==> config.mk <==
export PLATFORM = sky130hd
export DESIGN_NAME = burst_colseq
export DESIGN_NICKNAME = d
export VERILOG_FILES = /design/src/rtl/burst_colseq_pkg.sv /design/src/rtl/burst_cfg_reg.sv /design/src/rtl/burst_fsm.sv /design/src/rtl/burst_idx_gen.sv /design/src/rtl/burst_colseq.sv
export SDC_FILE = /design/constraint.sdc
export NUM_CORES = 1
export LEC_CHECK = 0
export ABC_AREA = 1
export ABC_CLOCK_PERIOD_IN_PS = 4900
export BUFFER_PORTS_ARGS = -buffer_cell sky130_fd_sc_hd__buf_4
export CAP_MARGIN = 10
export CORE_MARGIN = 2
export CORE_UTILIZATION = 55
export DETAILED_ROUTE_END_ITERATION = 6
export GPL_TIMING_DRIVEN = 0
export PLACE_DENSITY = 0.83
export SLEW_MARGIN = 0
export SYNTH_ARGS = -nofsm -noshare
export SYNTH_HDL_FRONTEND = slang
export SYNTH_SLANG_ARGS = --single-unit
==> constraint.sdc <==
create_clock -name clk -period 4.9 [get_ports clk]
set_clock_uncertainty 0.15 [all_clocks]
set_input_delay 0.735 -clock clk [delete_from_list [all_inputs] [get_ports clk]]
set_output_delay 0.735 -clock clk [all_outputs]
set_load 0.05 [all_outputs]
==> src/rtl/burst_colseq_pkg.sv <==
package burst_colseq_pkg;

    typedef enum logic [0:0] {
        ST_IDLE = 1'b0,
        ST_RUN  = 1'b1
    } seq_state_t;

    // A length code is usable when it lies in 1..max_log
    function automatic logic len_code_ok(input logic [2:0] code, input int max_log);
        return (int'(code) >= 1) && (int'(code) <= max_log);
    endfunction

endpackage

==> src/rtl/burst_cfg_reg.sv <==
module burst_cfg_reg
    import burst_colseq_pkg::*;
#(
    parameter int MAX_LOG = 4,
    parameter int LOG_W   = 3,
    parameter int RST_LOG = 2
) (
    input  logic             clk,
    input  logic             rst_n,
    input  logic             load,
    input  logic [LOG_W-1:0] code,
    input  logic             il_in,
    output logic [LOG_W-1:0] len_log,
    output logic             il
);

    logic accept;

    always_comb begin
        accept = load && len_code_ok(3'(code), MAX_LOG);
    end

    always_ff @(posedge clk or negedge rst_n) begin
        if (!rst_n) begin
            len_log <= LOG_W'(RST_LOG);
            il      <= 1'b0;
        end else if (accept) begin
            len_log <= code;
            il      <= il_in;
        end
    end

endmodule

==> src/rtl/burst_fsm.sv <==
module burst_fsm
    import burst_colseq_pkg::*;
#(
    parameter int COL_W   = 9,
    parameter int MAX_LOG = 4,
    parameter int LOG_W   = 3
) (
    input  logic               clk,
    input  logic               rst_n,
    input  logic               start,
    input  logic               stop,
    input  logic [COL_W-1:0]   start_col,
    input  logic [LOG_W-1:0]   cfg_log,
    input  logic               cfg_il,
    output logic               run,
    output logic               last,
    output logic [MAX_LOG-1:0] pos,
    output logic [COL_W-1:0]   base,
    output logic [LOG_W-1:0]   blog,
    output logic               bil
);

    localparam int CNT_W = MAX_LOG + 1;

    seq_state_t state, state_nx;
    logic [CNT_W-1:0] pos_ext;
    logic [CNT_W-1:0] burst_len;
    logic             at_end;

    always_comb begin
        pos_ext   = {1'b0, pos};
        burst_len = CNT_W'(1) << blog;
        at_end    = (pos_ext + CNT_W'(2)) == burst_len;
    end

    // next state
    always_comb begin
        state_nx = state;
        unique case (state)
            ST_IDLE: if (start) state_nx = ST_RUN;
            ST_RUN:  if (at_end || stop) state_nx = ST_IDLE;
            default: state_nx = ST_IDLE;
        endcase
    end

    // state register and burst context
    always_ff @(posedge clk or negedge rst_n) begin
        if (!rst_n) begin
            state <= ST_IDLE;
            pos   <= '0;
            base  <= '0;
            blog  <= '0;
            bil   <= 1'b0;
        end else begin
            state <= state_nx;
            unique case (state)
                ST_IDLE: begin
                    if (start) begin
                        pos  <= '0;
                        base <= start_col;
                        blog <= cfg_log;
                        bil  <= cfg_il;
                    end
                end
                ST_RUN:  pos <= pos + MAX_LOG'(2);
                default: pos <= '0;
            endcase
        end
    end

    // outputs
    always_comb begin
        run  = 1'b0;
        last = 1'b0;
        unique case (state)
            ST_IDLE: ;
            ST_RUN: begin
                run  = 1'b1;
                last = at_end || stop;
            end
            default: ;
        endcase
    end

endmodule

==> src/rtl/burst_idx_gen.sv <==
module burst_idx_gen #(
    parameter int COL_W   = 9,
    parameter int MAX_LOG = 4,
    parameter int LOG_W   = 3
) (
    input  logic [COL_W-1:0]   base,
    input  logic [MAX_LOG-1:0] pos,
    input  logic [LOG_W-1:0]   blog,
    input  logic               il,
    output logic [COL_W-1:0]   col
);

    logic [COL_W-1:0] mask, posx, low;

    always_comb begin
        mask = (COL_W'(1) << blog) - COL_W'(1);
        posx = COL_W'(pos);
        low  = il ? (base ^ posx) : (base + posx);
        col  = (base & ~mask) | (low & mask);
    end

endmodule

==> src/rtl/burst_colseq.sv <==
module burst_colseq
    import burst_colseq_pkg::*;
#(
    parameter int COL_W   = 9,
    parameter int MAX_LOG = 4
) (
    input  logic             clk,
    input  logic             rst_n,
    input  logic             cfg_load,
    input  logic [2:0]       cfg_len_code,
    input  logic             cfg_interleave,
    input  logic             start,
    input  logic [COL_W-1:0] start_col,
    input  logic             stop,
    output logic             pair_valid,
    output logic             last_pair,
    output logic [COL_W-1:0] col_even,
    output logic [COL_W-1:0] col_odd
);

    localparam int LOG_W = 3;
    localparam int LANES = 2;

    logic [LOG_W-1:0]   cfg_log, blog;
    logic               cfg_il, bil;
    logic [MAX_LOG-1:0] pos;
    logic [COL_W-1:0]   base;
    logic [COL_W-1:0]   lane_col [LANES];

    burst_cfg_reg #(.MAX_LOG(MAX_LOG), .LOG_W(LOG_W), .RST_LOG(2)) u_cfg (
        .clk     (clk),
        .rst_n   (rst_n),
        .load    (cfg_load),
        .code    (cfg_len_code),
        .il_in   (cfg_interleave),
        .len_log (cfg_log),
        .il      (cfg_il)
    );

    burst_fsm #(.COL_W(COL_W), .MAX_LOG(MAX_LOG), .LOG_W(LOG_W)) u_fsm (
        .clk       (clk),
        .rst_n     (rst_n),
        .start     (start),
        .stop      (stop),
        .start_col (start_col),
        .cfg_log   (cfg_log),
        .cfg_il    (cfg_il),
        .run       (pair_valid),
        .last      (last_pair),
        .pos       (pos),
        .base      (base),
        .blog      (blog),
        .bil       (bil)
    );

    for (genvar g = 0; g < LANES; g++) begin : g_lane
        logic [MAX_LOG-1:0] lane_pos;
        assign lane_pos = pos | MAX_LOG'(g);
        burst_idx_gen #(.COL_W(COL_W), .MAX_LOG(MAX_LOG), .LOG_W(LOG_W)) u_idx (
            .base (base),
            .pos  (lane_pos),
            .blog (blog),
            .il   (bil),
            .col  (lane_col[g])
        );
    end

    assign col_even = lane_col[0];
    assign col_odd  = lane_col[1];

endmodule

==> summary.txt <==
Run status
  – Outcome: completed

Floorplan
  – Die Wd: 53.96 microns
  – Initial Utilization: 56.96%
  – Die area: 2911 sq um
  – Core area: 2410 sq um
  – DIE HEIGHT: 53.96 microns
  – Standard-cell rows: 18
  – Top-level port count: 38

Place
  – GPL Wtd Cong: 0.8645
  – Hpwl dp: 2.520 mm
  – IO Port Bufs: 37

CTS
  – Clock Pin Slew Worst Setup and Hold Paths: 0.11 ns
  – Root buf cell: clkbuf_4
  – Sink Count: 21
  – CTS tree: done
  – Hold buffer count at cts: 0
  – Post-CTS Setup Repair Bufs: 0
  – Worst-Skew Late Latency: 0.30 ns
  – H-tree levels: 1
  – Longest Clk Path Bufs: 2
  – CTS buffer count: 3
  – # resized after CTS: 0

Routing
  – Via count: 1,325
  – Detail Route Antenna Nets: 0
  – Final wirelength: 3.082 mm
  – Starting DRT DRC Count: 37
  – Pre-Repair DR Iteration Count: 4
  – Routed WL per cell: 11.95 microns
  – # DRC: 0
  – Vias/cell: 5.136

Synth
  – Post-synthesis sequential area ratio: 38.38%
  – Synth area leader: dfrtp_1
  – Mean Syn Cell Area: 7.340 sq um
  – Synth top area share: 36.46%
  – Synth Flop Type: dfrtp_1
  – Synthesized net count: 210
  – Post-synth design cell area: 1373 sq um
  – Synthesis Warnings: 0
  – Area contributors post-synth: dfrtp_1 (36%), nand2_1 (11%), inv_1 (6.3%)
  – Post-synthesis cell type count: 28
  – Post-synth EDFFs: 0
  – Async set-or-reset flop fraction in the synthesized netlist: 100.0%
  – Synth Instances: 187
  – Flops & latches, synth: 21

Cells and area
  – Final nets: 252
  – Multi-input gate area: 708.2 sq um
  – Ant diodes: 0
  – Layout cells sized above 1: 26.32%
  – Sequential Area: 526.8 sq um
  – FILL cells: 204
  – Area Overhead vs Synth: 24.89%

Critical path
  – Max incr delay on CP: 0.49 ns
  – WS Path Type: flop to output pin
  – Arr. time, crit path: 2.12 ns
  – Reg2reg path depth: 6
  – R2R Path End: u_fsm.state
  – Worst r2r src: u_fsm.pos[1]
  – Nature of the critical path startpoint: flop
  – CP top delay family: flip-flops
  – CP max-delay cell: dfrtp_1
  – WP buf/inv: 3
  – Crit path cell chain: inv_1 -> fa_1 -> o21ai_0 -> nand2_1 -> xor2_1 -> inv_1 -> buf_4
  – Crit path top cell by count: inv_1
  – Critical path peak fanout: 7
  – Critical path endpoint category: output pin
  – Worst endpoint required time: 4.01 ns
  – FF-to-FF setup slack: 3.25 ns

GRT
  – Total grt overflow: 0
  – Total track usage: 23.72%
  – Initial antenna violation count: 0
  – Vias in the first global route: 1,188
  – First-pass GRT wire length: 4.940 mm
  – Largest net degree at the start of global routing: 22

STA
  – Slew Viols, Final: 0
  – Worst-margin pin slew: 0.2706 ns
  – Setup violators final: 0
  – RSZ-0062 raised after global routing: no
  – Setup Total Neg Slack: 0 ns
  – Relative slew margins: 81.84%
  – Final Hold Viols: 0
  – Tcrit/Tclk final: 61.37%
  – Final min period: 3.007 ns
  – Peak Freq: 0.3325 GHz

Job
  – Max-cap violations: 0

Min path
  – Hold WC Path Type: input pin to async pin
==> registers in the layout, indices dropped and copies added (netlist names) <==
signal,cells
u_fsm.blog,3
u_fsm.bil,1
u_cfg.il,1
u_fsm.base,9
u_cfg.len_log,3
u_fsm.pos,3
u_fsm.state,1
==> cells by family after synthesis <==
group           count (synthesis)  synth area share, %
compound gates                 32                12.58
xor+xnor                        6                3.829
fa+ha+maj                       5                5.105
buf+inv                        35                10.03
flops                          21                38.38
mux                             4                3.281
simple gates                   84                26.80
==> worst max path at each step <==
stage	start	endpoint	slack (ns)	depth (start not counted)
floorplan	u_fsm.pos[1]	col_odd[1]	1.84	5
global placement	u_fsm.pos[1]	col_odd[6]	2.27	7
detailed placement	u_fsm.pos[1]	col_odd[6]	2.26	7
CTS	u_fsm.pos[1]	col_odd[6]	1.92	7
global route	u_fsm.pos[1]	col_odd[6]	1.76	7
finish	u_fsm.pos[1]	col_odd[6]	1.89	7
==> routing by layer <==
layer | GRT usage (%) | part of all wire (%) | vias to the layer above
li1 | - | - | 678
met1 | 29.06 | 43 | 595
met2 | 41.06 | 49 | 44
met3 | 2.778 | 5.5 | 8
met4 | 11.54 | 1.7 | 0
met5 | 0 | 0 | -
==> cell usage after synthesis (2+ instances only) <==
cell and instances:
xor2_1 6, o21ai_1 4, mux2_2 3, dfrtp_1 20, nand3_1 14, nor2_1 20
clkbuf_1 5, o21ai_0 14, nand2_2 2, buf_2 2, inv_1 23, nor2_2 2
nand2_1 40, ha_1 4, a21oi_1 11, inv_2 4, nor3_2 2
==> placed cells by master, fill, tap and decap left out <==
| cell type | count |
|---|---|
| a21o_1 | 1 |
| mux2_2 | 3 |
| o21ai_0 | 14 |
| ha_1 | 4 |
| clkbuf_1 | 6 |
| buf_2 | 2 |
| dfrtp_1 | 20 |
| nand4_1 | 1 |
| mux2_1 | 1 |
| buf_4 | 38 |
| inv_1 | 23 |
| nand2_1 | 40 |
| a21oi_1 | 11 |
| nand2_2 | 2 |
| xor2_1 | 6 |
| o21bai_2 | 1 |
| inv_2 | 4 |
| nand3_2 | 1 |
| nor3_2 | 2 |
| nor2_1 | 20 |
| nand3_1 | 14 |
| nor2_2 | 2 |
| fa_1 | 1 |
| a21oi_2 | 1 |
| clkbuf_4 | 3 |
| nor3_1 | 1 |
| dfstp_2 | 1 |
| nor4_1 | 1 |
| o21ai_1 | 4 |
==> metrics by stage <==
step | area [sq um] | worst slack (ns) | utilization [%] | hold slack, ns | cells
2_1_floorplan | 1373 | 1.839 | - | 0.2894 | 187
3_3_place_gp | 1688 | 2.273 | 70.04 | 0.3188 | 254
3_5_place_dp | 1688 | 2.260 | 70.04 | 0.3273 | 254
4_1_cts | 1714 | 1.923 | 71.13 | 0.1513 | 258
5_1_grt | 1714 | 1.755 | 71.13 | 0.1440 | 258
6_report | 1714 | 1.893 | 71.13 | 0.1357 | 258
==> worst register-to-register path: cells and delay by family, from the launching register on <==
kind	cells	cell delay, ns
DFF	1	0.48
and+or+nand+nor	4	0.34
adders and majority gates	1	0.36
AOI/OAI and AO/OA	1	0.23
==> layout make-up <==
class,instances,area share [%]
repair buffers,37,16.20
plain buffers,8,2.117
well taps,30,2.190
clock buffers,4,1.533
multi-input cells,131,41.31
inverters,27,5.912
flip-flops and latches,21,30.73
Power is left out: the tool's default activity adds up to more than one toggle a clock period on the data nets, which glitch-free logic cannot reach.
